File: src/rtl/modem_key_pkg.sv
// Package: shared types and constants for the modem keying selector.
// Assumes: select and control registers are four bits wide per port.
package modem_key_pkg;

    localparam int REG_W = 4;

    // Select codes that pick a live source; every other code means "off".
    localparam logic [REG_W-1:0] SEL_OFF   = 4'h0;
    localparam logic [REG_W-1:0] SEL_UART  = 4'h1;
    localparam logic [REG_W-1:0] SEL_BBANG = 4'h2;
    localparam logic [REG_W-1:0] SEL_DEBUG = 4'h4;

    // Bit positions of the keying lines inside a control register.
    localparam int CTL_PTT_BIT = 0;
    localparam int CTL_M0_BIT  = 1;
    localparam int CTL_M1_BIT  = 2;

    typedef struct packed {
        logic ptt;
        logic m0;
        logic m1;
    } key_t;

    localparam key_t KEY_IDLE = '{ptt: 1'b0, m0: 1'b0, m1: 1'b1};
    localparam key_t KEY_TX   = '{ptt: 1'b1, m0: 1'b1, m1: 1'b0};

    // Map an active-low request-to-send level to the keying pattern.
    function automatic key_t key_from_rts(input logic rts_n);
        return rts_n ? KEY_IDLE : KEY_TX;
    endfunction

endpackage

File: src/rtl/modem_key_regs.sv
// Module: write-only select and control registers, one pair per port.
// Assumes: full-address decode; port p's select register sits at
// BASE_ADDR + 2p and its control register at BASE_ADDR + 2p + 1.
module modem_key_regs
    import modem_key_pkg::*;
#(
    parameter int                NUM_PORTS = 2,
    parameter int                ADDR_W    = 32,
    parameter logic [ADDR_W-1:0] BASE_ADDR = 32'hB402_0008
) (
    input  logic                                clk,
    input  logic                                rst_n,
    input  logic                                wr_en,
    input  logic [ADDR_W-1:0]                   wr_addr,
    input  logic [REG_W-1:0]                    wr_data,
    output logic [NUM_PORTS-1:0][REG_W-1:0]     sel_q,
    output logic [NUM_PORTS-1:0][REG_W-1:0]     ctl_q
);

    for (genvar p = 0; p < NUM_PORTS; p++) begin : g_port
        localparam logic [ADDR_W-1:0] SEL_ADDR = ADDR_W'(BASE_ADDR + ADDR_W'(2 * p));
        localparam logic [ADDR_W-1:0] CTL_ADDR = ADDR_W'(BASE_ADDR + ADDR_W'(2 * p + 1));

        logic sel_hit;
        logic ctl_hit;

        // Decode a write aimed at this port's two registers.
        always_comb begin
            sel_hit = wr_en && (wr_addr == SEL_ADDR);
            ctl_hit = wr_en && (wr_addr == CTL_ADDR);
        end

        // Hold the select code; it clears to "off" on reset.
        always_ff @(posedge clk) begin
            if (!rst_n) begin
                sel_q[p] <= SEL_OFF;
            end else if (sel_hit) begin
                sel_q[p] <= wr_data;
            end
        end

        // Hold the debug control nibble; it clears on reset.
        always_ff @(posedge clk) begin
            if (!rst_n) begin
                ctl_q[p] <= '0;
            end else if (ctl_hit) begin
                ctl_q[p] <= wr_data;
            end
        end
    end

endmodule

File: src/rtl/modem_key_mux.sv
// Module: combinational source choice for each port's keying lines.
// Assumes: port p is tied to serial channel p and bit-bang channel p;
// unknown select codes behave as "off".
module modem_key_mux
    import modem_key_pkg::*;
#(
    parameter int NUM_PORTS = 2
) (
    input  logic [NUM_PORTS-1:0][REG_W-1:0] sel_q,
    input  logic [NUM_PORTS-1:0][REG_W-1:0] ctl_q,
    input  logic [NUM_PORTS-1:0]            uart_rts_n,
    input  logic [NUM_PORTS-1:0]            bb_rts_n,
    output key_t [NUM_PORTS-1:0]            key_d
);

    for (genvar p = 0; p < NUM_PORTS; p++) begin : g_port
        key_t dbg_key;
        logic unused_ctl_hi;

        // Bit 3 of the control nibble carries no function.
        assign unused_ctl_hi = ctl_q[p][REG_W-1];

        // Unpack the debug control nibble into keying lines.
        always_comb begin
            dbg_key.ptt = ctl_q[p][CTL_PTT_BIT];
            dbg_key.m0  = ctl_q[p][CTL_M0_BIT];
            dbg_key.m1  = ctl_q[p][CTL_M1_BIT];
        end

        // Pick the keying pattern from the source named by the select code.
        always_comb begin
            case (sel_q[p])
                SEL_UART:  key_d[p] = key_from_rts(uart_rts_n[p]);
                SEL_BBANG: key_d[p] = key_from_rts(bb_rts_n[p]);
                SEL_DEBUG: key_d[p] = dbg_key;
                default:   key_d[p] = KEY_IDLE;
            endcase
        end
    end

endmodule

File: src/rtl/modem_key_out.sv
// Module: one register stage on every keying output.
// Assumes: the reset value is the idle pattern, so the lines are quiet from reset.
module modem_key_out
    import modem_key_pkg::*;
#(
    parameter int NUM_PORTS = 2
) (
    input  logic                 clk,
    input  logic                 rst_n,
    input  key_t [NUM_PORTS-1:0] key_d,
    output key_t [NUM_PORTS-1:0] key_q
);

    for (genvar p = 0; p < NUM_PORTS; p++) begin : g_port
        // Capture the selected pattern so that the lines are glitch free.
        always_ff @(posedge clk) begin
            if (!rst_n) begin
                key_q[p] <= KEY_IDLE;
            end else begin
                key_q[p] <= key_d[p];
            end
        end
    end

endmodule

File: src/rtl/modem_key_sel.sv
// Module: top of the modem keying selector. Register bank, source mux and
// output stage in a chain.
// Assumes: all inputs are synchronous to clk; request-to-send is active low.
module modem_key_sel
    import modem_key_pkg::*;
#(
    parameter int                NUM_PORTS = 2,
    parameter int                ADDR_W    = 32,
    parameter logic [ADDR_W-1:0] BASE_ADDR = 32'hB402_0008
) (
    input  logic                 clk,
    input  logic                 rst_n,
    input  logic                 wr_en,
    input  logic [ADDR_W-1:0]    wr_addr,
    input  logic [REG_W-1:0]     wr_data,
    input  logic [NUM_PORTS-1:0] uart_rts_n,
    input  logic [NUM_PORTS-1:0] bb_rts_n,
    output logic [NUM_PORTS-1:0] ptt_o,
    output logic [NUM_PORTS-1:0] m0_o,
    output logic [NUM_PORTS-1:0] m1_o
);

    logic [NUM_PORTS-1:0][REG_W-1:0] sel_q;
    logic [NUM_PORTS-1:0][REG_W-1:0] ctl_q;
    key_t [NUM_PORTS-1:0]            key_d;
    key_t [NUM_PORTS-1:0]            key_q;

    modem_key_regs #(
        .NUM_PORTS (NUM_PORTS),
        .ADDR_W    (ADDR_W),
        .BASE_ADDR (BASE_ADDR)
    ) regs_i (
        .clk     (clk),
        .rst_n   (rst_n),
        .wr_en   (wr_en),
        .wr_addr (wr_addr),
        .wr_data (wr_data),
        .sel_q   (sel_q),
        .ctl_q   (ctl_q)
    );

    modem_key_mux #(
        .NUM_PORTS (NUM_PORTS)
    ) mux_i (
        .sel_q      (sel_q),
        .ctl_q      (ctl_q),
        .uart_rts_n (uart_rts_n),
        .bb_rts_n   (bb_rts_n),
        .key_d      (key_d)
    );

    modem_key_out #(
        .NUM_PORTS (NUM_PORTS)
    ) out_i (
        .clk   (clk),
        .rst_n (rst_n),
        .key_d (key_d),
        .key_q (key_q)
    );

    for (genvar p = 0; p < NUM_PORTS; p++) begin : g_flat
        // Spread the per-port structs over the plain output vectors.
        always_comb begin
            ptt_o[p] = key_q[p].ptt;
            m0_o[p]  = key_q[p].m0;
            m1_o[p]  = key_q[p].m1;
        end
    end

endmodule

File: config.mk
export PLATFORM = sky130hd
export DESIGN_NAME = modem_key_sel
export DESIGN_NICKNAME = d
export VERILOG_FILES = /design/src/rtl/modem_key_pkg.sv /design/src/rtl/modem_key_regs.sv /design/src/rtl/modem_key_mux.sv /design/src/rtl/modem_key_out.sv /design/src/rtl/modem_key_sel.sv
export SDC_FILE = /design/constraint.sdc
export NUM_CORES = 1
export LEC_CHECK = 0
export BUFFER_PORTS_ARGS = -buffer_cell sky130_fd_sc_hd__buf_2
export CAP_MARGIN = 20
export CORE_UTILIZATION = 44
export CTS_BUF_LIST = sky130_fd_sc_hd__clkbuf_4 sky130_fd_sc_hd__clkbuf_8
export DETAILED_ROUTE_END_ITERATION = 7
export GPL_TIMING_DRIVEN = 0
export PLACE_DENSITY_LB_ADDON = 0.08
export REMOVE_ABC_BUFFERS = 1
export SETUP_SLACK_MARGIN = 0.05
export SYNTH_ARGS = -nofsm -noshare
export SYNTH_HDL_FRONTEND = slang
export SYNTH_SLANG_ARGS = --single-unit
File: constraint.sdc
create_clock -name clk -period 1.07 [get_ports clk]
set_input_delay 0 -clock clk [delete_from_list [all_inputs] [get_ports clk]]
set_output_delay 0 -clock clk [all_outputs]
set_load 0.05 [all_outputs]
* Word level (Yosys, flattened, before mapping)
Cells that the tools add are included.
Operators by class: $mul 0, muxes and demuxes 6, add/subtract/negate cells 0, eq/ne operators 10, shift-type cells 0, reductions and logical operators 4, bitwise operators 0, div/mod/pow operators 0, $lt $le $gt $ge 0
Operators by type and width (number):
- 32-bit == test (second input constant) | 4
- 3-bit case mux with 3 select lines | 2
- 3-bit 2-to-1 mux | 4
- 4-bit by 1-bit == test with 1-bit output (second input constant) | 2
- 4-bit by 2-bit == test with 1-bit output (second input constant) | 2
- 4-bit by 3-bit == test with 1-bit output (second input constant) | 2
- 1-bit logical AND | 4
Storage, ports and cells: bits in read-only memories 0, latch bits 0, output and inout port bits 6, bits in writable memories 0, word-level logic and storage cells 30, register bits 20, input port bits 43, memories kept 0

* Longest topological paths before layout
depth after elaboration 2, gate-level depth with buffers 5, gate-level depth less buffers 4

* Modules after synthesis
A second synthesis with hierarchy kept.
Second synthesis, totals: cells, all modules 110, area total of the unflattened synthesis 1163.6 um2
By module, submodules not included:
- modem_key_regs | sequential area each 320.3 um2, instances 1, area each 823.3 um2, cells an instance 70
- modem_key_mux | sequential area each 0.0 um2, instances 1, area each 182.7 um2, cells an instance 28
- modem_key_out | sequential area each 120.1 um2, instances 1, area each 157.7 um2, cells an instance 12

* Worst setup path before layout
No wires, ideal clock.
path type input to register, from input wr_addr[21], to register regs_i.sel_q[0] (netlist bit), required time 0.998 ns, library setup time 0.072 ns, setup slack -0.089 ns, arrival 1.087 ns, cell stages on the path 4, buffers on the path 0, cells stage by stage nor4b_2 nand4_2 nor4_4 mux2i_1
Between the ends: longest elaborated chain between the ends 2
RTL lines:
- from (decl) | RTL line modem_key_sel.sv:14 | input logic [ADDR_W-1:0] wr_addr,
- 32-bit == test | RTL line modem_key_regs.sv:29 | sel_hit = wr_en && (wr_addr == SEL_ADDR);
- 1-bit logical AND | RTL line modem_key_regs.sv:29
- to (signal, indexed assignment) | RTL line modem_key_regs.sv:38 | sel_q[p] <= wr_data;
- to (decl) | RTL line modem_key_regs.sv:16 | output logic [NUM_PORTS-1:0][REG_W-1:0] sel_q,
Every way passes these cells. A chain may end at the register's enable or synchronous reset.

* Final worst setup path
from input wr_addr[13], to register regs_i.ctl_q[2] (netlist bit)
Between the ends: longest elaborated chain between the ends 2
RTL lines:
- 32-bit == test | RTL line modem_key_regs.sv:30 | ctl_hit = wr_en && (wr_addr == CTL_ADDR);
- 1-bit logical AND | RTL line modem_key_regs.sv:30
- to (signal, indexed assignment) | RTL line modem_key_regs.sv:47 | ctl_q[p] <= wr_data;
- to (decl) | RTL line modem_key_regs.sv:17 | output logic [NUM_PORTS-1:0][REG_W-1:0] ctl_q
Every way passes these cells.

==> load_flow_metrics.sql <==
INSERT INTO impl_metrics (metric_group, metric, value, unit) VALUES
('hold_path', 'hold_crit_class', 'input port to flip-flop', ''),
('status', 'violations', 'setup timing', ''),
('clocking', 'numCtsBuffers', '3', ''),
('flow_run', 'max_cap_viols', '0', ''),
('hold_path', 'hold_depth', '3', ''),
('critical_path', 'worst_path_largest_cell_delay', '0.31', 'ns'),
('finish', 'drive_gt1_share', '48.48', '%'),
('timing', 'final.hold.worst_slack', '0.02149', 'ns'),
('drt', 'wl', '2508', 'um'),
('critical_path', 'startpoint', 'wr_addr[13]', ''),
('placed_design', 'detailed_place.area', '0.001391', 'mm2'),
('yosys', 'synth_cell_type_count', '21', ''),
('timing', 'worstMarginPinSlew', '0.3624', 'ns'),
('die', 'top_level_ports', '49', ''),
('timing', 'report.final.hold_viol_count', '0', ''),
('yosys', 'synth_area', '0.001136', 'mm2'),
('yosys', 'synth-warning-count', '0', ''),
('clocking', 'cts_max_level', '1', ''),
('pwr', 'report.power.total', '1.362', 'mW'),
('timing', 'grt_setup_unrepaired', 'true', ''),
('timing', 'finalClockSkew', '0.01203', 'ns'),
('finish', 'post_layout_nonfiller_instances', '195', ''),
('yosys', 'postSynthAreaPerCell', '10.14', 'um2'),
('clocking', 'cts_sinks', '20', ''),
('timing', 'post-route-period-util', '104.6', '%'),
('drt', 'route.detailed.vias_per_inst', '5.067', ''),
('critical_path', 'timing.critical_path.to_type', 'flip-flop', ''),
('placed_design', 'finalWeightedCongestion', '0.6923', ''),
('critical_path', 'critical_path_arrival', '1.34', 'ns'),
('grt', 'grt.total_usage', '19.99', '%'),
('placed_design', 'detailed_place_hpwl', '1749', 'um'),
('critical_path', 'critical_path.reg2reg.endpoint', 'out_i.key_q[0]', ''),
('grt', 'total_congestion_overflow', '0', ''),
('finish', 'antenna_cells', '0', ''),
('timing', 'final-setup-viol-count', '3', ''),
('critical_path', 'critical_path.reg2reg.startpoint', 'regs_i.sel_q[1]', ''),
('drt', 'routedWlPerCell', '12.86', 'um'),
('timing', 'setup_tns', '-0.07850', 'ns'),
('placed_design', 'buffer_ports.inserted', '48', ''),
('finish', 'area_growth_syn_to_layout', '45.48', '%'),
('timing', 'fin_crit', '1.119', 'ns'),
('critical_path', 'r2r_cells', '3', ''),
('die', 'core_area', '0.002455', 'mm2'),
('die', 'fp.dieH', '52.82', 'um'),
('critical_path', 'r2r_setup_slack', '0.04', 'ns'),
('critical_path', 'critPathCapture', 'regs_i.ctl_q[2]', ''),
('grt', 'grt_pass1_wl', '3953', 'um'),
('drt', 'first_iter_violations', '10', ''),
('grt', 'grt_max_degree', '21', ''),
('critical_path', 'crit_path_cell_trace', 'buf_6, nor4b_4, nand4_4, buf_6, nor4_4, buf_4, mux2i_1', ''),
('timing', 'drv_slew', '0', ''),
('status', 'status', 'complete, but fails checks', ''),
('drt', 'drt_drc_violations_left', '0', ''),
('clocking', 'tritoncts', 'built', ''),
('finish', 'finalInstanceArea', '0.001653', 'mm2'),
('clocking', 'insertion_delay', '0.30', 'ns'),
('die', 'fp.dieW', '52.82', 'um'),
('critical_path', 'required_time_of_the_critical_path', '1.29', 'ns'),
('pwr', 'power.static_leakage', '0.6518', 'nW'),
('clocking', 'clk_pin_slew', '0.12', 'ns'),
('placed_design', 'placedCellCount', '184', ''),
('grt', 'grt_antenna_before_repair', '0', ''),
('clocking', 'ctsRootBufferMaster', 'clkbuf_4', ''),
('timing', 'max_freq', '0.8933', 'GHz'),
('drt', 'vias', '988', ''),
('critical_path', 'start_kind', 'input port', ''),
('critical_path', 'critical-path-top-cell-by-count', 'buf_6', ''),
('drt', 'dr.pass1.iters', '3', ''),
('yosys', 'synth-seq-area-share', '35.24', '%'),
('timing', 'pnr_worst_setup_slack', '-0.04939', 'ns'),
('critical_path', 'cp_max_fo', '4', ''),
('yosys', 'synthesis.instances', '112', ''),
('finish', 'final_stage_net_count', '209', ''),
('critical_path', 'worst-setup-path-type', 'input port to flip-flop', ''),
('critical_path', 'slowest_stage', 'nor4b_4', ''),
('clocking', 'clk_path_buf_depth', '2', ''),
('yosys', 'ys_seq_elements', '20', ''),
('drt', 'drtAntennaViolNets', '0', ''),
('grt', 'grt_pass1_vias', '916', ''),
('timing', 'slew-limit-headroom', '75.66', '%'),
('die', 'initial_standard_cell_utilization_of_the_core', '46.28', '%'),
('die', 'floorplan.die_area', '0.002789', 'mm2'),
('pwr', 'power_density', '824.1', 'mW/mm2'),
('die', 'fp-row-count', '18', ''),
('pwr', 'peakVddDrop', '1.061', 'mV');
critical path: cells and delay by family:
family | cells | cell delay [ns]
AND/OR/NAND/NOR | 3 | 0.70
buffers and inverters | 3 | 0.45
multiplexers | 1 | 0.19
repair_timing:
action	in CTS	in global routing
hold buffers	1	0
gates resized for setup	16	17
pin swaps	8	12
cloned	0	0
endpoints found under the hold margin	2	0
setup endpoints to repair	20	20
buffers inserted	3	3
area by class of cell:
class,instances,area [um2]
Timing Repair Buffer,55,384.1
Multi-Input combinational cell,82,763.2
Inverter,4,15.01
Tap cell,30,37.54
Sequential cell,20,416.7
Clock buffer,4,36.28
Fill cell,199,802.0
cell usage in the layout, fill, tap and decap left out, types with 2 or more instances in the layout:
cell type   n
clkbuf_4    3
nor2_1      2
nor4_4      6
dfxtp_4     3
buf_4       3
nor3b_1     4
nand4_4     2
nand2_1    22
o2111ai_1   2
xor2_1      2
dfxtp_2     4
inv_1       4
buf_6      13
mux2i_1    14
nand3b_1    4
nor4b_4     7
buf_2      37
dfxtp_1    13
a21oi_1     6
nor4bb_1    2
nand2b_1    2
o21ai_0     5
routing by layer:
metal  up-vias  share of wire [%]  track usage, %
met1       461                 42           20.98
li1        508                  -               -
met4         0                  0           4.386
met5         -                  0               0
met3         0                3.4           5.507
met2        19                 55           38.61
metrics by stage:
stage	setup slack (ns)	utilization [%]
finish	-0.04939	67.33
global placement	-0.3129	56.68
CTS	0.006306	62.74
detailed placement	-0.3710	56.68
floorplan	-0.08860	-
global route	-0.08332	67.33
synth_stat cells:
| cell | instances | area share, % |
|---|---|---|
| nor4_4 | 6 | 11 |
| and3b_1 | 1 | 0.77 |
| nand4_4 | 1 | 1.9 |
| nor4b_1 | 2 | 1.5 |
| inv_1 | 4 | 1.3 |
| xor2_1 | 2 | 1.5 |
| nand4_2 | 1 | 1.1 |
| nand3b_1 | 4 | 2.6 |
| nor4b_4 | 2 | 4.2 |
| nand2b_1 | 2 | 1.1 |
| clkbuf_1 | 6 | 2.0 |
| nor3b_1 | 4 | 2.6 |
| nand2_1 | 22 | 7.3 |
| a21oi_1 | 6 | 2.6 |
| mux2i_1 | 14 | 12 |
| o21ai_0 | 6 | 2.6 |
| o2111ai_1 | 2 | 1.5 |
| nor4bb_1 | 2 | 1.8 |
| nor2_1 | 2 | 0.66 |
| nor4b_2 | 3 | 4.0 |
| dfxtp_1 | 20 | 35 |
cells by family (layout without fill, tap and decap cells):
group | after synthesis | after routing | synth area share [%]
AO/OA/AOI/OAI | 14 | 14 | 6.829
buffers and inverters | 10 | 63 | 3.303
flip-flops | 20 | 20 | 35.24
AND/OR/NAND/NOR | 52 | 52 | 40.75
XOR/XNOR | 2 | 2 | 1.542
multiplexers | 14 | 14 | 12.33
how the worst min path moves through the flow:
stage / start / to / slack [ns]
after floorplan: rst_n / regs_i.ctl_q[2] / 0.15
after global placement: wr_data[3] / regs_i.sel_q[7] / 0.30
after detailed placement: wr_data[3] / regs_i.sel_q[3] / 0.30
after CTS: wr_data[2] / regs_i.ctl_q[6] / 0.02
after global routing: wr_data[0] / regs_i.sel_q[0] / 0.02
final: wr_data[0] / regs_i.sel_q[0] / 0.02
power by group:
group          internal, mW  total (mW)  switching (mW)
clock                 0.207       0.432           0.225
sequential            0.736       0.736  0.000000000151
combinational         0.108       0.194          0.0860
total                  1.05        1.36           0.311
registers in the layout, summed over array words and instances, names as in the netlist:
signal	count
out_i.key_q	6
regs_i.sel_q	8
regs_i.ctl_q	6
Power figures use the tool's default switching activity.
